### config.mk
export PLATFORM = sky130hd
export DESIGN_NAME = dmtlb
export DESIGN_NICKNAME = d
export VERILOG_FILES = /design/src/rtl/dmtlb_pkg.sv /design/src/rtl/dmtlb_store.sv /design/src/rtl/dmtlb_ctrl.sv /design/src/rtl/dmtlb.sv
export SDC_FILE = /design/constraint.sdc
export NUM_CORES = 2
export LEC_CHECK = 0
export BUFFER_PORTS_ARGS = -buffer_cell sky130_fd_sc_hd__buf_2
export CAP_MARGIN = 0
export CELL_PAD_IN_SITES_DETAIL_PLACEMENT = 0
export CELL_PAD_IN_SITES_GLOBAL_PLACEMENT = 1
export CORE_ASPECT_RATIO = 0.7
export CORE_MARGIN = 3
export CORE_UTILIZATION = 45
export CTS_BUF_LIST = sky130_fd_sc_hd__clkbuf_2
export CTS_CLUSTER_SIZE = 40
export DETAILED_ROUTE_END_ITERATION = 10
export PLACE_DENSITY_LB_ADDON = 0.1
export SETUP_SLACK_MARGIN = 0.4
export SLEW_MARGIN = 20
export SYNTH_ARGS = -nofsm -noshare
export SYNTH_HDL_FRONTEND = slang
export SYNTH_SLANG_ARGS = --single-unit
export TNS_END_PERCENT = 50
### constraint.sdc
create_clock -name clk -period 7.95 [get_ports clk]
set_clock_uncertainty 0.2 [all_clocks]
set_input_delay 0.3975 -clock clk [delete_from_list [all_inputs] [get_ports clk]]
set_output_delay 0.3975 -clock clk [all_outputs]
set_load 0.05 [all_outputs]
### src/rtl/dmtlb_pkg.sv
package dmtlb_pkg;

  typedef enum logic [2:0] {
    ST_IDLE,
    ST_HIT_RSP,
    ST_PT_REQ,
    ST_PT_WAIT,
    ST_FILL_WR,
    ST_FILL_CTL
  } tlb_state_e;

endpackage

### src/rtl/dmtlb_store.sv
module dmtlb_store #(
  parameter int VPN_W = 20,
  parameter int PPN_W = 18,
  parameter int SLOTS = 16,
  parameter int IDX_W = 4
) (
  input  logic             clk,
  input  logic             rst,
  input  logic             flush_i,
  input  logic [IDX_W-1:0] lk_idx,
  output logic             lk_vld,
  output logic [VPN_W-1:0] lk_tag,
  output logic [PPN_W-1:0] lk_ppn,
  output logic             lk_rd,
  output logic             lk_wr,
  input  logic             inv_i,
  input  logic [IDX_W-1:0] inv_idx,
  input  logic             wr_i,
  input  logic [IDX_W-1:0] wr_idx,
  input  logic [VPN_W-1:0] wr_tag,
  input  logic [PPN_W-1:0] wr_ppn,
  input  logic             ctl_i,
  input  logic [IDX_W-1:0] ctl_idx
);

  logic [SLOTS-1:0] vld_vec;
  logic [SLOTS-1:0] rd_vec;
  logic [SLOTS-1:0] wr_vec;
  logic [VPN_W-1:0] tag_arr [SLOTS];
  logic [PPN_W-1:0] ppn_arr [SLOTS];

  for (genvar s = 0; s < SLOTS; s++) begin : g_slot
    logic             vld_r, rd_r, wr_r;
    logic [VPN_W-1:0] tag_r;
    logic [PPN_W-1:0] ppn_r;
    wire sel_inv = inv_i && (inv_idx == IDX_W'(s));
    wire sel_wr  = wr_i  && (wr_idx  == IDX_W'(s));
    wire sel_ctl = ctl_i && (ctl_idx == IDX_W'(s));

    // Control step of a refill wins over flush and single invalidate.
    always_ff @(posedge clk) begin
      if (rst) begin
        vld_r <= 1'b0;
        rd_r  <= 1'b0;
        wr_r  <= 1'b0;
      end else if (sel_ctl) begin
        vld_r <= 1'b1;
        rd_r  <= 1'b1;
        wr_r  <= 1'b1;
      end else if (flush_i || sel_inv) begin
        vld_r <= 1'b0;
      end
    end

    always_ff @(posedge clk) begin
      if (rst) begin
        tag_r <= '0;
        ppn_r <= '0;
      end else if (sel_wr) begin
        tag_r <= wr_tag;
        ppn_r <= wr_ppn;
      end
    end

    assign vld_vec[s] = vld_r;
    assign rd_vec[s]  = rd_r;
    assign wr_vec[s]  = wr_r;
    assign tag_arr[s] = tag_r;
    assign ppn_arr[s] = ppn_r;
  end

  assign lk_vld = vld_vec[lk_idx];
  assign lk_rd  = rd_vec[lk_idx];
  assign lk_wr  = wr_vec[lk_idx];
  assign lk_tag = tag_arr[lk_idx];
  assign lk_ppn = ppn_arr[lk_idx];

  // a flush with no control step leaves no valid entry
  a_r7_flush_clears: assert property (@(posedge clk) disable iff (rst)
    (flush_i && !ctl_i) |=> (vld_vec == '0));

  // a flush together with the control step leaves only the refilled slot
  a_r8_fill_survives: assert property (@(posedge clk) disable iff (rst)
    (flush_i && ctl_i) |=> (vld_vec == (SLOTS'(1) << $past(ctl_idx))));

  // the first refill step drops the slot's valid flag
  a_r5_inv_drops: assert property (@(posedge clk) disable iff (rst)
    (inv_i && !ctl_i) |=> !vld_vec[$past(inv_idx)]);

  // the control step leaves the slot valid, readable and writable
  a_r5_ctl_sets: assert property (@(posedge clk) disable iff (rst)
    ctl_i |=> (vld_vec[$past(ctl_idx)] && rd_vec[$past(ctl_idx)] && wr_vec[$past(ctl_idx)]));

endmodule

### src/rtl/dmtlb_ctrl.sv
module dmtlb_ctrl
  import dmtlb_pkg::*;
#(
  parameter int VPN_W = 20,
  parameter int PPN_W = 18,
  parameter int IDX_W = 4
) (
  input  logic             clk,
  input  logic             rst,
  input  logic             flush_i,
  input  logic             req_valid,
  output logic             req_ready,
  input  logic [VPN_W-1:0] req_vpn,
  output logic             rsp_valid,
  output logic             rsp_hit,
  output logic [PPN_W-1:0] rsp_ppn,
  output logic             rsp_rd,
  output logic             rsp_wr,
  output logic             pt_req_valid,
  input  logic             pt_req_ready,
  output logic [VPN_W-1:0] pt_req_vpn,
  input  logic             pt_rsp_valid,
  input  logic [PPN_W-1:0] pt_rsp_ppn,
  output logic [IDX_W-1:0] lk_idx,
  input  logic             lk_vld,
  input  logic [VPN_W-1:0] lk_tag,
  input  logic [PPN_W-1:0] lk_ppn,
  input  logic             lk_rd,
  input  logic             lk_wr,
  output logic             inv_ev,
  output logic             wr_ev,
  output logic             ctl_ev,
  output logic [IDX_W-1:0] fill_idx,
  output logic [VPN_W-1:0] fill_tag,
  output logic [PPN_W-1:0] fill_ppn
);

  // Slot selection: upper bits of the page number.
  function automatic logic [IDX_W-1:0] slot_of(input logic [VPN_W-1:0] v);
    return v[VPN_W-1 -: IDX_W];
  endfunction

  // Hit test: valid, full tag equal, and not being flushed this cycle.
  function automatic logic is_hit(input logic vld, input logic [VPN_W-1:0] tag,
                                  input logic [VPN_W-1:0] v, input logic fl);
    return vld && !fl && (tag == v);
  endfunction

  tlb_state_e       state_q, state_d;
  logic [VPN_W-1:0] vpn_q;
  logic [IDX_W-1:0] idx_q;
  logic [PPN_W-1:0] ppn_q;
  logic             rd_q, wr_q;

  wire accept  = req_valid && req_ready;
  wire hit_now = is_hit(lk_vld, lk_tag, req_vpn, flush_i);
  wire pt_take = pt_req_valid && pt_req_ready;

  assign lk_idx       = slot_of(req_vpn);
  assign req_ready    = (state_q == ST_IDLE);
  assign pt_req_valid = (state_q == ST_PT_REQ);
  assign pt_req_vpn   = vpn_q;
  assign rsp_valid    = (state_q == ST_HIT_RSP) || (state_q == ST_FILL_WR);
  assign rsp_hit      = (state_q == ST_HIT_RSP);
  assign rsp_ppn      = ppn_q;
  assign rsp_rd       = rd_q;
  assign rsp_wr       = wr_q;

  assign inv_ev   = (state_q == ST_PT_WAIT) && pt_rsp_valid;
  assign wr_ev    = (state_q == ST_FILL_WR);
  assign ctl_ev   = (state_q == ST_FILL_CTL);
  assign fill_idx = idx_q;
  assign fill_tag = vpn_q;
  assign fill_ppn = ppn_q;

  always_comb begin
    state_d = state_q;
    unique case (state_q)
      ST_IDLE:     if (accept) state_d = hit_now ? ST_HIT_RSP : ST_PT_REQ;
      ST_HIT_RSP:  state_d = ST_IDLE;
      ST_PT_REQ:   if (pt_take) state_d = ST_PT_WAIT;
      ST_PT_WAIT:  if (pt_rsp_valid) state_d = ST_FILL_WR;
      ST_FILL_WR:  state_d = ST_FILL_CTL;
      ST_FILL_CTL: state_d = ST_IDLE;
      default:     state_d = ST_IDLE;
    endcase
  end

  always_ff @(posedge clk) begin
    if (rst) begin
      state_q <= ST_IDLE;
      vpn_q   <= '0;
      idx_q   <= '0;
      ppn_q   <= '0;
      rd_q    <= 1'b0;
      wr_q    <= 1'b0;
    end else begin
      state_q <= state_d;
      if (accept) begin
        vpn_q <= req_vpn;
        idx_q <= lk_idx;
        if (hit_now) begin
          ppn_q <= lk_ppn;
          rd_q  <= lk_rd;
          wr_q  <= lk_wr;
        end
      end
      if (inv_ev) begin
        ppn_q <= pt_rsp_ppn;
        rd_q  <= 1'b1;
        wr_q  <= 1'b1;
      end
    end
  end

  // a hit answers on the next cycle with the stored translation
  a_r2_hit_answer: assert property (@(posedge clk) disable iff (rst)
    (accept && hit_now) |=> (rsp_valid && rsp_hit && rsp_ppn == $past(lk_ppn)));

  // a miss issues the page-table request on the next cycle
  a_r3_miss_issue: assert property (@(posedge clk) disable iff (rst)
    (accept && !hit_now) |=> (pt_req_valid && !rsp_valid && pt_req_vpn == $past(req_vpn)));

  // the page-table request holds until taken
  a_r3_pt_hold: assert property (@(posedge clk) disable iff (rst)
    (pt_req_valid && !pt_req_ready) |=> (pt_req_valid && $stable(pt_req_vpn)));

  // a reply produces the refill answer on the next cycle
  a_r4_fill_answer: assert property (@(posedge clk) disable iff (rst)
    inv_ev |=> (rsp_valid && !rsp_hit && rsp_ppn == $past(pt_rsp_ppn) && rsp_rd && rsp_wr));

  // refill steps in order: invalidate, write, control
  a_r5_write_after_inv: assert property (@(posedge clk) disable iff (rst)
    wr_ev |-> $past(inv_ev));
  a_r5_ctl_after_write: assert property (@(posedge clk) disable iff (rst)
    ctl_ev |-> $past(wr_ev));

  // single outstanding request, one-cycle response strobe
  a_r10_busy_no_accept: assert property (@(posedge clk) disable iff (rst)
    (pt_req_valid || rsp_valid || ctl_ev) |-> !req_ready);
  a_r10_rsp_pulse: assert property (@(posedge clk) disable iff (rst)
    rsp_valid |=> !rsp_valid);

endmodule

### src/rtl/dmtlb.sv
module dmtlb #(
  parameter int VPN_W = 20,
  parameter int PPN_W = 18,
  parameter int SLOTS = 16
) (
  input  logic             clk,
  input  logic             rst,
  input  logic             flush_all,
  input  logic             req_valid,
  output logic             req_ready,
  input  logic [VPN_W-1:0] req_vpn,
  output logic             rsp_valid,
  output logic             rsp_hit,
  output logic [PPN_W-1:0] rsp_ppn,
  output logic             rsp_rd,
  output logic             rsp_wr,
  output logic             pt_req_valid,
  input  logic             pt_req_ready,
  output logic [VPN_W-1:0] pt_req_vpn,
  input  logic             pt_rsp_valid,
  input  logic [PPN_W-1:0] pt_rsp_ppn
);

  localparam int IDX_W = (SLOTS > 1) ? $clog2(SLOTS) : 1;

  logic [IDX_W-1:0] lk_idx, fill_idx;
  logic             lk_vld, lk_rd, lk_wr;
  logic [VPN_W-1:0] lk_tag, fill_tag;
  logic [PPN_W-1:0] lk_ppn, fill_ppn;
  logic             inv_ev, wr_ev, ctl_ev;

  dmtlb_ctrl #(.VPN_W(VPN_W), .PPN_W(PPN_W), .IDX_W(IDX_W)) u_ctrl (
    .clk(clk), .rst(rst), .flush_i(flush_all),
    .req_valid(req_valid), .req_ready(req_ready), .req_vpn(req_vpn),
    .rsp_valid(rsp_valid), .rsp_hit(rsp_hit), .rsp_ppn(rsp_ppn),
    .rsp_rd(rsp_rd), .rsp_wr(rsp_wr),
    .pt_req_valid(pt_req_valid), .pt_req_ready(pt_req_ready), .pt_req_vpn(pt_req_vpn),
    .pt_rsp_valid(pt_rsp_valid), .pt_rsp_ppn(pt_rsp_ppn),
    .lk_idx(lk_idx), .lk_vld(lk_vld), .lk_tag(lk_tag), .lk_ppn(lk_ppn),
    .lk_rd(lk_rd), .lk_wr(lk_wr),
    .inv_ev(inv_ev), .wr_ev(wr_ev), .ctl_ev(ctl_ev),
    .fill_idx(fill_idx), .fill_tag(fill_tag), .fill_ppn(fill_ppn)
  );

  dmtlb_store #(.VPN_W(VPN_W), .PPN_W(PPN_W), .SLOTS(SLOTS), .IDX_W(IDX_W)) u_store (
    .clk(clk), .rst(rst), .flush_i(flush_all),
    .lk_idx(lk_idx), .lk_vld(lk_vld), .lk_tag(lk_tag), .lk_ppn(lk_ppn),
    .lk_rd(lk_rd), .lk_wr(lk_wr),
    .inv_i(inv_ev), .inv_idx(fill_idx),
    .wr_i(wr_ev), .wr_idx(fill_idx), .wr_tag(fill_tag), .wr_ppn(fill_ppn),
    .ctl_i(ctl_ev), .ctl_idx(fill_idx)
  );

endmodule

==> Yosys cells after proc, flatten, opt, wreduce, memory -nomap -nowiden <==
Cells that the tools add are included.
{ "totals": {"register_bits": 686, "in_bits": 44, "out_inout_bits": 44, "elab_cells": 242} }
{ "op_classes": {"order_cmp": 2, "eq_ne": 24, "muxes": 53, "bitwise_logic": 1, "reduce_logical": 93} }
{ "ops": {"columns": ["operator", "n"], "rows": [
  ["$mux W18", 5],
  ["$bmux W20 S4", 1],
  ["$bmux W18 S4", 1],
  ["$logic_and A1 B1 Y1", 53],
  ["$mux W20", 2],
  ["$mux W1", 37],
  ["$reduce_bool A2 Y1", 18],
  ["$eq A4 B4 Y1 const B", 8],
  ["$eq A20 B20 Y1", 1],
  ["$logic_or A1 B1 Y1", 17],
  ["$eq A4 B3 Y1 const B", 4],
  ["$pmux W3 S4", 1],
  ["$mux W3", 3],
  ["$bmux W1 S4", 2],
  ["$eq A4 B2 Y1 const B", 2],
  ["$eq A3 B2 Y1 const B", 2],
  ["$eq A3 B3 Y1 const B", 2],
  ["$ne A2 B2 Y1 const B", 3],
  ["$ge A5 B5 Y1 const B", 1],
  ["$lt A4 B5 Y1 const B", 1],
  ["$not A4 Y5", 1],
  ["$eq A4 B1 Y1 const B", 1],
  ["$logic_not A4 Y1", 1],
  ["$eq A3 B1 Y1 const B", 1],
  ["5 further kinds", 5]
]} }

==> Logic depth before layout (Yosys ltp) <==
{ "depth": {"word_depth": 9, "depth_mapped": 14, "mapped_depth_nobuf": 8} }

==> Modules after synthesis <==
From an unflattened synthesis, not the netlist that was laid out.
{ "unflattened": {"cells_unflattened": 3640, "hier_area_um2": 31795.5} }
{ "by_module_without_submodules": {"columns": ["module", "instances", "cells_per_inst", "area_each_um2"], "rows": [
  ["dmtlb_store", 1, 3334, 29276.8],
  ["dmtlb_ctrl", 1, 306, 2518.7]
]} }

==> Worst setup path after synthesis <==
Ideal clock, no wire load.
{ "synth_timing": {"path_kind": "input -> register", "from": "input port req_vpn[17]", "to": "register u_ctrl.rd_q (netlist: u_ctrl.rsp_rd)", "arrival_ns": 2.995, "required_ns": 7.618, "slack_ns": 4.623, "path_stages": 10, "cell_sequence": "buf_2 mux4_2 mux4_2 xor2_1 a211o_1 nor4b_4 nand4b_2 buf_4 o31ai_1 a21oi_1"} }
{ "synth_between": {"elab_chain_cells": 8, "word_cells_on_any_way": 16, "classes_between": "eq/ne: 1; mux: 10; bitwise: 1; reduce/logical: 4"} }
{ "synth_lines": {"columns": ["item", "line_no", "source"], "rows": [
  ["from (decl)", "dmtlb.sv:11", "input logic [VPN_W-1:0] req_vpn,"],
  ["$not A4 Y5 (not written as such)", "dmtlb_store.sv:75", "assign lk_tag = tag_arr[lk_idx];"],
  ["$bmux W20 S4", "dmtlb_store.sv:75", null],
  ["$mux W20 (not written as such) (2 in series)", "dmtlb_store.sv:75", null],
  ["$eq A20 B20 Y1", "dmtlb_ctrl.sv:46", "return vld && !fl && (tag == v);"],
  ["$logic_and A1 B1 Y1", "dmtlb_ctrl.sv:46", null],
  ["$reduce_bool A2 Y1 (no line)", null, null],
  ["$reduce_and A2 Y1 (no line)", null, null],
  ["to (signal assigned)", "dmtlb_ctrl.sv:104", "rd_q <= lk_rd;"],
  ["to (decl)", "dmtlb_ctrl.sv:53", "logic rd_q, wr_q;"]
]} }
Several ways; a longest one is shown, not always the timed one. The select of a mux whose other input is x is not followed.
A chain may end at the register's enable or synchronous reset.

==> Worst setup path in the final report <==
{ "layout_timing": {"from": "input port req_vpn[17]", "to": "register u_ctrl.ppn_q[5] (netlist: u_ctrl.fill_ppn[5])"} }
{ "layout_between": {"elab_chain_cells": 8, "word_cells_on_any_way": 17, "classes_between": "eq/ne: 1; mux: 11; bitwise: 1; reduce/logical: 4"} }
{ "layout_lines": {"columns": ["item", "line_no", "source"], "rows": [
  ["$not A4 Y5 (not written as such)", "dmtlb_store.sv:75, dmtlb_store.sv:76", null],
  ["$bmux W20 S4", "dmtlb_store.sv:75", null],
  ["$mux W20 (not written as such) (2 in series)", "dmtlb_store.sv:75", null],
  ["$eq A20 B20 Y1", "dmtlb_ctrl.sv:46", null],
  ["$logic_and A1 B1 Y1", "dmtlb_ctrl.sv:46", null],
  ["$reduce_bool A2 Y1 (no line)", null, null],
  ["$reduce_and A2 Y1 (no line)", null, null],
  ["to (signal assigned)", "dmtlb_ctrl.sv:103", "ppn_q <= lk_ppn;"],
  ["to (signal assigned)", "dmtlb_ctrl.sv:109", "ppn_q <= pt_rsp_ppn;"],
  ["to (decl)", "dmtlb_ctrl.sv:52", "logic [PPN_W-1:0] ppn_q;"]
]} }
Several ways; a longest one is shown, not always the timed one. The select of a mux whose other input is x is not followed.

==> run_results.csv <==
group,metric,value,unit
route,routedWlPerCell,24.3,µm
job,maxCapViolCount,0,
floorplanning,ioPinCount,88,
status,status,"finished clean",
power_and_ir_drop,seq_power_share,56.5,%
synthesis,netlist_instances,3420,
synthesis,avgSynthCellArea,8.48,µm²
synthesis,synth-main-ff-cell,"dfxtp_1",
power_and_ir_drop,power_frac_comb,6.3,%
timing,maxSlewHeadroom,19.7,%
synthesis,ys_warn_count,0,
route,vias_per_cell,5.85,
worst_setup_path,worstPathRequired,9.02,ns
clocking,cts_made_buffers,167,
timing,period_needed,4.99,ns
synthesis,synth-compound-area-share,13.7,%
finish,drive_above_1_share,16.9,%
synthesis,synth.area.mux_share,13.7,%
timing,rsz0062_at_grt,"no",
synthesis,ys_ff_latch,682,
finish,layout_commonest_cell,"nand2_1",
route,drc,0,
floorplanning,core,63500,µm²
timing,slew_violations,0,
finish,area_growth_syn_to_layout,12.6,%
power_and_ir_drop,powerDensity,188,nW/µm²
route,drt_first_iter_violations,2980,
timing,worst_slack,2.96,ns
hold_path,hold_path.class,"in2reg",
synthesis,seq_area_frac_synth,47.1,%
worst_setup_path,critical_path.max_fanout,76,
floorplanning,num_rows,77,
grt,grt_pass1_vias,24700,
timing,setup_viol,0,
timing,hold_viol,0,
synthesis,synth_area,29000,µm²
clocking,cts_tree,"built",
placed_design,place_ws,2.88,ns
clocking,cts_hold_buf,159,
power_and_ir_drop,swShare,28.2,%
timing,post-route-period-util,62.7,%
clocking,clock-sinks,682,
finish,nets,3591,
power_and_ir_drop,cell_internal_pwr,4.41,mW
clocking,cts_max_path_buffers,3,
clocking,root_buffer,"clkbuf_2",
synthesis,synth_top_cell_area_share,47.1,%
finish,final_cell_mix,"nand2_1, dfxtp_1, a21oi_1",
route,wl,109000,µm
route,vias,26200,
synthesis,ys_types,59,
synthesis,synthArstFlopShare,0,%
timing,max_freq,201,MHz
worst_setup_path,start_kind,"input pin",
route,drtPass1Iterations,6,
placed_design,port_buffers,87,
synthesis,synth_fp_nets,3464,
clocking,insertion_delay,1.39,ns
clocking,cts_resized,0,
worst_setup_path,cp.arrival,6.06,ns
power_and_ir_drop,ir_drop,0.111,mV
grt,antenna_found_initial,2,
grt,overflow,0,
floorplanning,start_util,45.7,%
timing,finalSetupTns,0,ns
floorplanning,dieArea,67600,µm²
synthesis,synthSimpleGateAreaFrac,19.9,%
floorplanning,die_x,309,µm
grt,grt_pass1_wl,160000,µm
grt,grt_max_degree,197,
synthesis,synth_area_leaders,"dfxtp_1, nand2_1, mux4_2",
synthesis,synth_top_cell_by_area,"dfxtp_1",
power_and_ir_drop,p_leak,11.2,nW
placed_design,hpwl,57800,µm
synthesis,synthAdderAreaFrac,0,%
power_and_ir_drop,pwr-share-clk,37.2,%
route,antenna_left,0,
worst_setup_path,critical_path_class,"in2reg",
floorplanning,die_y,218,µm
synthesis,synth_edf_count,0,
grt,groute.usage.overall,32.1,%
worst_setup_path,worst_setup_path_end_kind,"register",
clocking,post_cts_buffers,0,
synthesis,synth_top_family_by_area,"simple AND/OR/NAND/NOR gates",
power_and_ir_drop,p_switching,1.73,mW
clocking,path_clk_slew,0.10,ns
placed_design,gp_congestion,0.826,
clocking,htreeDepth,4,
timing,tightest_slew,1.20,ns
synthesis,synth_xor_area_share,0.725,%
-- per-stage QoR --
step                      cell area (µm²)  utilization (%)  std cells  total power, mW  hold WS (ns)
final                               32600             51.4       4478             6.14         0.165
after global routing                32600             51.4       4476             6.40         0.141
after CTS                           32600             51.4       4474             6.19       0.00387
after detailed placement            29700             46.7       4048             3.87         0.243
after global placement              29700             46.7       4048             3.87         0.230
after floorplan                     29000                -       3420             3.76         0.218
-- critical path, stage by stage --
cell	delay, ns
dlygate4sd3_1	0.55
buf_6	0.68
buf_4	0.63
mux4_2	0.57
mux2i_1	0.25
mux2i_1	0.14
xnor2_1	0.33
nand2_1	0.17
and4b_1	1.09
a41oi_1	0.30
a211oi_1	0.31
dlygate4sd3_1	0.58
-- final cells by class --
| type | instances | area [µm²] |
|---|---|---|
| timing repair buffer | 300 | 2510 |
| multi-input combinational | 2389 | 14100 |
| fill | 5973 | 30800 |
| antenna | 4 | 10.0 |
| inverter | 7 | 26.3 |
| clock buffer | 239 | 1200 |
| tap | 829 | 1040 |
| sequential | 682 | 13700 |
| clock inverter | 28 | 160 |
-- synthesized netlist by cell type, drive strengths merged, types with 8 or more instances --
cell type / instances
mux2i: 36
o31ai: 20
o221ai: 8
nor3b: 36
a41oi: 19
mux4: 152
mux2: 16
nor2: 137
a211oi: 19
nor3: 22
dfxtp: 682
a21oi: 623
nand2b: 28
nand2: 1166
nor2b: 11
clkbuf: 284
xnor2: 18
buf: 58
and2: 11
-- path summary, 6_finish.rpt --
check	start	endpoint	slack (ns)	cells past startpoint
max	req_vpn[17]	u_ctrl.fill_ppn[5]	2.96	12
min	req_valid	u_ctrl.fill_tag[19]	0.17	6
max reg2reg	u_store.g_slot[6].tag_r[3]	u_ctrl.fill_ppn[5]	3.30	9
min reg2reg	u_store.g_slot[15].ppn_r[7]	u_store.g_slot[15].ppn_r[7]	0.25	2
-- logic make-up after synthesis --
logic type,after synthesis
AND/OR/NAND/NOR,1435
AO/OA/AOI/OAI,726
flip-flops,682
buffers and inverters,349
multiplexers,204
XOR/XNOR,24
-- flip-flops by register name, indices dropped and copies added, names as in the netlist --
name,flops
u_store.g_slot.tag_r,320
u_store.g_slot.ppn_r,288
u_ctrl.fill_ppn,18
u_ctrl.fill_tag,17
u_store.g_slot.vld_r,16
u_store.g_slot.rd_r,11
u_store.g_slot.wr_r,5
u_ctrl.fill_idx,3
u_ctrl.state_q,3
u_ctrl.rsp_rd,1
-- power groups by stage --
stage / Combinational [mW] / Clock [mW] / Sequential [mW]
floorplan: 0.230 / 0 / 3.53
global placement: 0.324 / 0 / 3.54
detailed placement: 0.327 / 0 / 3.55
CTS: 0.382 / 2.34 / 3.47
global route: 0.408 / 2.52 / 3.47
finish: 0.389 / 2.29 / 3.47
-- per-layer routing --
layer / vias to the layer above / GRT usage (%) / routed length, µm
li1: 11800 / - / -
met1: 12900 / 45.8 / 47900
met2: 1258 / 47.5 / 47700
met3: 206 / 7.13 / 10300
met4: 0 / 12.3 / 3000
met5: - / 0 / 0
(Power assumes the default switching activity.)
